File: src/rtl/i2c_fifo_irq_pkg.sv
package i2c_fifo_irq_pkg;

    localparam int ADDR_W = 3;
    localparam int REG_W  = 16;
    localparam int THR_W  = 6;

    typedef enum logic [ADDR_W-1:0] {
        ADDR_DATA   = 3'd0,
        ADDR_STAT   = 3'd1,
        ADDR_IRQEN  = 3'd2,
        ADDR_BUFCTL = 3'd3,
        ADDR_COUNT  = 3'd4,
        ADDR_LEVEL  = 3'd5,
        ADDR_DEPTH  = 3'd6,
        ADDR_RSVD   = 3'd7
    } reg_addr_e;

    localparam int NFLAGS     = 4;
    localparam int FLG_RX_RDY = 0;
    localparam int FLG_RX_DRN = 1;
    localparam int FLG_TX_RDY = 2;
    localparam int FLG_TX_DRN = 3;

    localparam int TXTH_LSB = 0;
    localparam int TXFL_BIT = 6;
    localparam int RXTH_LSB = 8;
    localparam int RXFL_BIT = 14;

    typedef enum logic [1:0] {
        PH_IDLE = 2'd0,
        PH_BULK = 2'd1,
        PH_TAIL = 2'd2,
        PH_END  = 2'd3
    } phase_e;

endpackage

File: src/rtl/fifo_byte_store.sv
module fifo_byte_store #(
    parameter int AW = 4,
    parameter int W  = 8
) (
    input  logic          clk,
    input  logic          rst_n,
    input  logic          flush,
    input  logic          push,
    input  logic [W-1:0]  wdata,
    input  logic          pop,
    output logic [W-1:0]  rdata,
    output logic [AW:0]   level,
    output logic          full,
    output logic          empty
);
    localparam int DEPTH = 1 << AW;

    logic [W-1:0]  mem [DEPTH];
    logic [AW-1:0] wp;
    logic [AW-1:0] rp;
    logic [AW:0]   cnt;
    logic          do_push;
    logic          do_pop;

    assign full    = (cnt == (AW+1)'(DEPTH));
    assign empty   = (cnt == '0);
    assign do_push = push && !full;
    assign do_pop  = pop && !empty;
    assign level   = cnt;
    assign rdata   = empty ? '0 : mem[rp];

    always_ff @(posedge clk) begin
        if (!rst_n) begin
            wp  <= '0;
            rp  <= '0;
            cnt <= '0;
        end else if (flush) begin
            wp  <= '0;
            rp  <= '0;
            cnt <= '0;
        end else begin
            if (do_push) wp <= wp + 1'b1;
            if (do_pop)  rp <= rp + 1'b1;
            cnt <= cnt + (AW+1)'(do_push) - (AW+1)'(do_pop);
        end
    end

    always_ff @(posedge clk) begin
        if (do_push && !flush) mem[wp] <= wdata;
    end

    // a push into a full FIFO leaves it full with no growth
    assert_fifo_no_overflow_R11: assert property (@(posedge clk) disable iff (!rst_n)
        (full && push && !pop && !flush) |=> (level == (AW+1)'(DEPTH)));

    // a pop from an empty FIFO leaves it empty
    assert_fifo_no_underflow_R11: assert property (@(posedge clk) disable iff (!rst_n)
        (empty && pop && !push) |=> empty);

endmodule

File: src/rtl/xfer_phase_tracker.sv
module xfer_phase_tracker
    import i2c_fifo_irq_pkg::*;
#(
    parameter int CW = 16,
    parameter int TW = 6
) (
    input  logic          clk,
    input  logic          rst_n,
    input  logic          load,
    input  logic [CW-1:0] len,
    input  logic          dec,
    input  logic [TW:0]   thr,
    output phase_e        phase,
    output logic [CW-1:0] left
);
    localparam int XW = (CW > TW + 1) ? CW : TW + 1;

    phase_e        ph_q;
    phase_e        ph_nx;
    logic [CW-1:0] left_q;
    logic [CW-1:0] left_nx;

    function automatic phase_e classify(input logic [CW-1:0] n, input logic [TW:0] t);
        if (n == '0)                  return PH_END;
        else if (XW'(n) < XW'(t))     return PH_TAIL;
        else                          return PH_BULK;
    endfunction

    always_comb begin
        left_nx = left_q;
        if (load)                        left_nx = len;
        else if (dec && left_q != '0)    left_nx = left_q - 1'b1;
    end

    always_comb begin
        ph_nx = ph_q;
        unique case (ph_q)
            PH_IDLE: if (load) ph_nx = classify(left_nx, thr);
            PH_BULK: ph_nx = classify(left_nx, thr);
            PH_TAIL: ph_nx = classify(left_nx, thr);
            PH_END:  ph_nx = classify(left_nx, thr);
        endcase
    end

    always_ff @(posedge clk) begin
        if (!rst_n) begin
            ph_q   <= PH_IDLE;
            left_q <= '0;
        end else begin
            ph_q   <= ph_nx;
            left_q <= left_nx;
        end
    end

    always_comb begin
        phase = ph_q;
        left  = left_q;
    end

    // a finished transfer stays finished until the next length load
    assert_end_holds_R13: assert property (@(posedge clk) disable iff (!rst_n)
        (phase == PH_END && !load) |=> (phase == PH_END));

    // no phase is entered before a length has been loaded
    assert_idle_until_load_R13: assert property (@(posedge clk) disable iff (!rst_n)
        (phase == PH_IDLE && !load) |=> (phase == PH_IDLE));

endmodule

File: src/rtl/flag_status_bank.sv
module flag_status_bank
    import i2c_fifo_irq_pkg::*;
(
    input  logic              clk,
    input  logic              rst_n,
    input  logic [NFLAGS-1:0] set,
    input  logic              clr_we,
    input  logic [NFLAGS-1:0] clr_mask,
    input  logic              en_we,
    input  logic [NFLAGS-1:0] en_wdata,
    output logic [NFLAGS-1:0] flags,
    output logic [NFLAGS-1:0] en,
    output logic              irq
);
    logic [NFLAGS-1:0] flg_q;
    logic [NFLAGS-1:0] flg_nx;
    logic [NFLAGS-1:0] en_q;

    always_comb begin
        flg_nx = (flg_q & ~(clr_we ? clr_mask : '0)) | set;
        if (flg_nx[FLG_RX_DRN]) flg_nx[FLG_RX_RDY] = 1'b0;
        if (flg_nx[FLG_TX_DRN]) flg_nx[FLG_TX_RDY] = 1'b0;
    end

    always_ff @(posedge clk) begin
        if (!rst_n) begin
            flg_q <= '0;
            en_q  <= '0;
        end else begin
            flg_q <= flg_nx;
            if (en_we) en_q <= en_wdata;
        end
    end

    assign flags = flg_q;
    assign en    = en_q;
    assign irq   = |(flg_q & en_q);

    // ready and drain never coexist in one direction
    assert_rx_excl_R7: assert property (@(posedge clk) disable iff (!rst_n)
        !(flags[FLG_RX_RDY] && flags[FLG_RX_DRN]));
    assert_tx_excl_R7: assert property (@(posedge clk) disable iff (!rst_n)
        !(flags[FLG_TX_RDY] && flags[FLG_TX_DRN]));

    // a drain request removes a pending ready request
    assert_rx_drain_kills_R7: assert property (@(posedge clk) disable iff (!rst_n)
        set[FLG_RX_DRN] |=> !flags[FLG_RX_RDY]);

    for (genvar i = 0; i < NFLAGS; i++) begin : g_w1c
        // a write-one clear takes effect when the condition is absent
        assert_w1c_R8: assert property (@(posedge clk) disable iff (!rst_n)
            (clr_we && clr_mask[i] && !set[i]) |=> !flags[i]);
    end

endmodule

File: src/rtl/i2c_fifo_irq_unit.sv
module i2c_fifo_irq_unit
    import i2c_fifo_irq_pkg::*;
#(
    parameter int FIFO_AW = 4
) (
    input  logic        clk,
    input  logic        rst_n,
    input  logic [2:0]  reg_addr,
    input  logic        reg_we,
    input  logic        reg_re,
    input  logic [15:0] reg_wdata,
    output logic [15:0] reg_rdata,
    output logic        irq,
    input  logic        eng_tx_take,
    output logic [7:0]  eng_tx_byte,
    output logic        eng_tx_empty,
    input  logic        eng_rx_put,
    input  logic [7:0]  eng_rx_byte,
    output logic        eng_rx_full
);
    localparam int LW   = FIFO_AW + 1;
    localparam int CMPW = (LW > THR_W + 1) ? LW : THR_W + 1;

    reg_addr_e         addr;
    logic [THR_W-1:0]  tx_thm1;
    logic [THR_W-1:0]  rx_thm1;
    logic [THR_W:0]    tx_thr;
    logic [THR_W:0]    rx_thr;
    logic [REG_W-1:0]  count_q;
    logic              wr_data, rd_data, wr_stat, wr_en, wr_ctl, wr_cnt;
    logic              tx_flush, rx_flush;
    logic [7:0]        rx_head;
    logic [LW-1:0]     tx_lvl, rx_lvl;
    logic              tx_full, tx_empty, rx_full, rx_empty;
    phase_e            tx_ph, rx_ph;
    logic [REG_W-1:0]  tx_left, rx_left;
    logic [NFLAGS-1:0] cond;
    logic [NFLAGS-1:0] flags, en;
    logic [REG_W-1:0]  unused_lefts;
    logic              unused_ctl;

    assign addr    = reg_addr_e'(reg_addr);
    assign wr_data = reg_we && addr == ADDR_DATA;
    assign rd_data = reg_re && addr == ADDR_DATA;
    assign wr_stat = reg_we && addr == ADDR_STAT;
    assign wr_en   = reg_we && addr == ADDR_IRQEN;
    assign wr_ctl  = reg_we && addr == ADDR_BUFCTL;
    assign wr_cnt  = reg_we && addr == ADDR_COUNT;

    assign tx_flush = wr_ctl && reg_wdata[TXFL_BIT];
    assign rx_flush = wr_ctl && reg_wdata[RXFL_BIT];

    always_ff @(posedge clk) begin
        if (!rst_n) begin
            tx_thm1 <= '0;
            rx_thm1 <= '0;
            count_q <= '0;
        end else begin
            if (wr_ctl) begin
                tx_thm1 <= reg_wdata[TXTH_LSB +: THR_W];
                rx_thm1 <= reg_wdata[RXTH_LSB +: THR_W];
            end
            if (wr_cnt) count_q <= reg_wdata;
        end
    end

    assign tx_thr = {1'b0, tx_thm1} + 1'b1;
    assign rx_thr = {1'b0, rx_thm1} + 1'b1;

    fifo_byte_store #(.AW(FIFO_AW), .W(8)) u_tx_fifo (
        .clk(clk), .rst_n(rst_n), .flush(tx_flush),
        .push(wr_data), .wdata(reg_wdata[7:0]),
        .pop(eng_tx_take), .rdata(eng_tx_byte),
        .level(tx_lvl), .full(tx_full), .empty(tx_empty)
    );

    fifo_byte_store #(.AW(FIFO_AW), .W(8)) u_rx_fifo (
        .clk(clk), .rst_n(rst_n), .flush(rx_flush),
        .push(eng_rx_put), .wdata(eng_rx_byte),
        .pop(rd_data), .rdata(rx_head),
        .level(rx_lvl), .full(rx_full), .empty(rx_empty)
    );

    assign eng_tx_empty = tx_empty;
    assign eng_rx_full  = rx_full;

    xfer_phase_tracker #(.CW(REG_W), .TW(THR_W)) u_tx_track (
        .clk(clk), .rst_n(rst_n), .load(wr_cnt), .len(reg_wdata),
        .dec(wr_data && !tx_full && !tx_flush), .thr(tx_thr),
        .phase(tx_ph), .left(tx_left)
    );

    xfer_phase_tracker #(.CW(REG_W), .TW(THR_W)) u_rx_track (
        .clk(clk), .rst_n(rst_n), .load(wr_cnt), .len(reg_wdata),
        .dec(eng_rx_put && !rx_full && !rx_flush), .thr(rx_thr),
        .phase(rx_ph), .left(rx_left)
    );

    assign unused_lefts = tx_left ^ rx_left;
    assign unused_ctl   = rx_empty ^ reg_wdata[15] ^ reg_wdata[7];

    always_comb begin
        cond = '0;
        cond[FLG_TX_RDY] = (tx_ph == PH_BULK) && (CMPW'(tx_lvl) < CMPW'(tx_thr));
        cond[FLG_TX_DRN] = (tx_ph == PH_TAIL) && (CMPW'(tx_lvl) < CMPW'(tx_thr));
        cond[FLG_RX_DRN] = (rx_ph == PH_END) && (rx_lvl != '0)
                           && (CMPW'(rx_lvl) < CMPW'(rx_thr));
        cond[FLG_RX_RDY] = (CMPW'(rx_lvl) >= CMPW'(rx_thr));
    end

    flag_status_bank u_flags (
        .clk(clk), .rst_n(rst_n), .set(cond),
        .clr_we(wr_stat), .clr_mask(reg_wdata[NFLAGS-1:0]),
        .en_we(wr_en), .en_wdata(reg_wdata[NFLAGS-1:0]),
        .flags(flags), .en(en), .irq(irq)
    );

    always_comb begin
        reg_rdata = '0;
        unique case (addr)
            ADDR_DATA:   reg_rdata = {8'h00, rx_head};
            ADDR_STAT:   reg_rdata = REG_W'(flags);
            ADDR_IRQEN:  reg_rdata = REG_W'(en);
            ADDR_BUFCTL: reg_rdata = {2'b00, rx_thm1, 2'b00, tx_thm1};
            ADDR_COUNT:  reg_rdata = count_q;
            ADDR_LEVEL:  reg_rdata = {8'(rx_lvl), 8'(tx_lvl)};
            ADDR_DEPTH:  reg_rdata = REG_W'(FIFO_AW - 3);
            ADDR_RSVD:   reg_rdata = '0;
        endcase
    end

    // no interrupt while nothing is enabled
    assert_irq_masked_R9: assert property (@(posedge clk) disable iff (!rst_n)
        (en == '0) |-> !irq);

endmodule

File: config.mk
export PLATFORM = sky130hd
export DESIGN_NAME = i2c_fifo_irq_unit
export DESIGN_NICKNAME = d
export VERILOG_FILES = /design/src/rtl/i2c_fifo_irq_pkg.sv /design/src/rtl/fifo_byte_store.sv /design/src/rtl/xfer_phase_tracker.sv /design/src/rtl/flag_status_bank.sv /design/src/rtl/i2c_fifo_irq_unit.sv
export SDC_FILE = /design/constraint.sdc
export NUM_CORES = 1
export LEC_CHECK = 0
export BUFFER_PORTS_ARGS = -buffer_cell sky130_fd_sc_hd__buf_4
export CAP_MARGIN = 10
export CORE_MARGIN = 5
export CORE_UTILIZATION = 56
export CTS_BUF_LIST = sky130_fd_sc_hd__clkbuf_4 sky130_fd_sc_hd__clkbuf_8 sky130_fd_sc_hd__clkbuf_16
export CTS_CLUSTER_SIZE = 10
export DETAILED_ROUTE_END_ITERATION = 10
export PLACE_DENSITY_LB_ADDON = 0.1
export SYNTH_ARGS = -nofsm -noshare
export SYNTH_HDL_FRONTEND = slang
export SYNTH_SLANG_ARGS = --single-unit
File: constraint.sdc
create_clock -name clk -period 3.6 [get_ports clk]
set_input_delay 0.54 -clock clk [delete_from_list [all_inputs] [get_ports clk]]
set_output_delay 0.54 -clock clk [all_outputs]
set_load 0.01 [all_outputs]
==> results_dict.tcl <==
set metrics [dict create \
    final_max_slew_viol_count 0 \
    synth_flop_cell "edfxtp_1" \
    grt-ovfl-total 0 \
    die-area_sq_um 32600 \
    power_leakage_nw 6.65 \
    syn_avg_cell_area_sq_um 13.4 \
    layout_commonest_cell "edfxtp_1" \
    fmax_mhz 290 \
    drive_gt1_share_pct 23.6 \
    grt_pass1_vias 10656 \
    synth_area_leaders "edfxtp_1, dfxtp_1, mux4_2, ha_1, nor2_1" \
    reg2reg_to "u_rx_track.phase[1]" \
    power_density_nw_per_um2 659 \
    drt-initial-drc-count 796 \
    fin_skew_ns 0.0154 \
    clockBufferDepth 3 \
    fin_nets 1421 \
    rsz0062_at_grt "no" \
    fin_area_sq_um 19000 \
    syn_inst 1213 \
    cts_tree "done" \
    antenna_found_initial 1 \
    path_max_fanout 16 \
    cts.sinks 362 \
    ff2ff_path_depth 15 \
    antenna_cells 0 \
    required_ns 3.06 \
    worstSetupEndpoint "reg_rdata[1]" \
    hold_path_depth 1 \
    num_vias 10562 \
    placedInstanceArea_sq_um 17700 \
    r2r_slack_ns 0.22 \
    grt_max_degree 49 \
    cp.arrival_ns 2.90 \
    synth-async-reset-ratio_pct 0 \
    ir_drop_uv 527 \
    viasPerCell 6.05 \
    ant_nets 0 \
    area_growth_pct 16.6 \
    ys_ff_latch 362 \
    cap_violations 0 \
    outcome "finished, final reports clean" \
    cts_root_buffer "clkbuf_16" \
    yosysWarnings 0 \
    drc 0 \
    io_pins 60 \
    end_kind "output port" \
    wl_per_cell_microns 22.9 \
    start_kind "flop" \
    fin_crit_sh_pct 95.6 \
    setup_viol 0 \
    synth_top_area_cell "edfxtp_1" \
    timing.rr.start "u_rx_fifo.level[2]" \
    final_hold_viol_count 0 \
    synth_edf_count 256 \
    crit_type "flop to output port" \
    holdBufCountCts 0 \
    die_h_microns 181 \
    rows 62 \
    wirelength_microns 40000 \
    worstSkewPairLatency_ns 0.53 \
    htree_levels 2 \
    finalSetupTns_ns 0 \
    post_cts_buffers 0 \
    finalCriticalPeriod_ns 3.44 \
    track_usage_pct 24.4 \
    slew_headroom_pct 42.4 \
    cts.repair.resized 0 \
    initial_core_util_pct 56.7 \
    synth_area_sq_um 16300 \
    synth_nets 1295 \
    yosysTopAreaCellShare_pct 47.2 \
    dp_hpwl_microns 27100 \
    clk_pin_slew_worst_paths_ns 0.05 \
    core-area_sq_um 28700 \
    mostFrequentLayoutCells "edfxtp_1, buf_4, nor2_1" \
    cts_buffers 42 \
    worst_pin_slew_ns 0.863 \
    die_x_microns 181 \
    numPortBuffers 59 \
    hold_class "input pin to flop" \
    routabilityCongestion 0.872 \
    grt_pass1_wl_microns 62100 \
    dr.pass1.iters 5 \
    ys_seq_area_share_pct 60.2 \
    ys_types 73 \
]
-- per-layer routing --
layer / GRT usage (%) / up-vias / wire length [microns]
li1: - / 4881 / -
met1: 33.8 / 5283 / 16900
met2: 41.2 / 339 / 19800
met3: 3.90 / 57 / 2370
met4: 5.78 / 2 / 864
met5: 0 / - / 13
-- worst min path at each step --
stage,startpoint,to
2_1_floorplan,count_q[14],count_q[14]
3_3_place_gp,count_q[15],count_q[15]
3_5_place_dp,count_q[15],count_q[15]
4_1_cts,reg_wdata[1],u_tx_fifo.mem[4][1]
5_1_grt,reg_wdata[1],u_tx_fifo.mem[4][1]
6_report,reg_wdata[1],u_tx_fifo.mem[4][1]
-- Yosys cell counts, drive strengths merged, types with 14 or more instances --
cell	n
edfxtp	256
o21ai	27
nor3	21
dfxtp	106
buf	14
inv	44
ha	47
a31oi	14
nor4	22
nand2	100
xor2	17
mux4	80
xnor2	14
and2	27
clkbuf	42
or4	17
nand3	16
a21oi	57
nor2	110
mux2i	19
-- layout make-up --
type | count | area (sq um)
tap | 384 | 480
timing repair buffer | 138 | 1070
sequential | 362 | 9810
multi-input combinational | 749 | 6150
fill | 2137 | 9720
inverter | 46 | 173
clock buffer | 65 | 1260
clock inverter | 2 | 32.5
-- registers in the layout (all words and copies together), names as in the netlist, 6 cells and up, named ones only --
name,flops
u_rx_fifo.mem,128
u_tx_fifo.mem,128
count_q,16
u_rx_track.left,16
u_tx_track.left,16
rx_thm1,6
tx_thm1,6
-- per-stage QoR --
step                utilization [%]  cells  setup slack, ns  hold WS (ns)  power [W]
global placement               61.6   1679           0.0705         0.440    0.00851
detailed placement             61.6   1679           0.0442         0.444    0.00856
floorplan                         -   1213            0.178         0.432    0.00737
finish                         66.1   1746            0.157         0.272     0.0125
CTS                            66.1   1746            0.130         0.259     0.0125
global route                   66.1   1746           0.0319         0.251     0.0132
-- cell families after synthesis --
family                     synth area share [%]
AOI/OAI and AO/OA                          6.63
DFF                                        60.2
muxes                                      12.3
and+or+nand+nor                            12.9
buffers and inverters                      2.40
adders and majority gates                  3.86
xor gates and xnor gates                   1.67
-- power breakdown --
group          switching (W)  leakage, nW  internal [W]
combinational        0.00193         2.83       0.00167
clock                0.00156        0.653       0.00240
sequential          0.000261         3.17       0.00469
-- worst max-delay path: stages, from the launching register on --
cell	delay, ns
dfxtp_2	0.58
buf_12	0.24
mux4_2	0.53
mux4_2	0.48
nand2b_1	0.13
o221ai_1	0.20
buf_4	0.20
(Power assumes the default switching activity.)
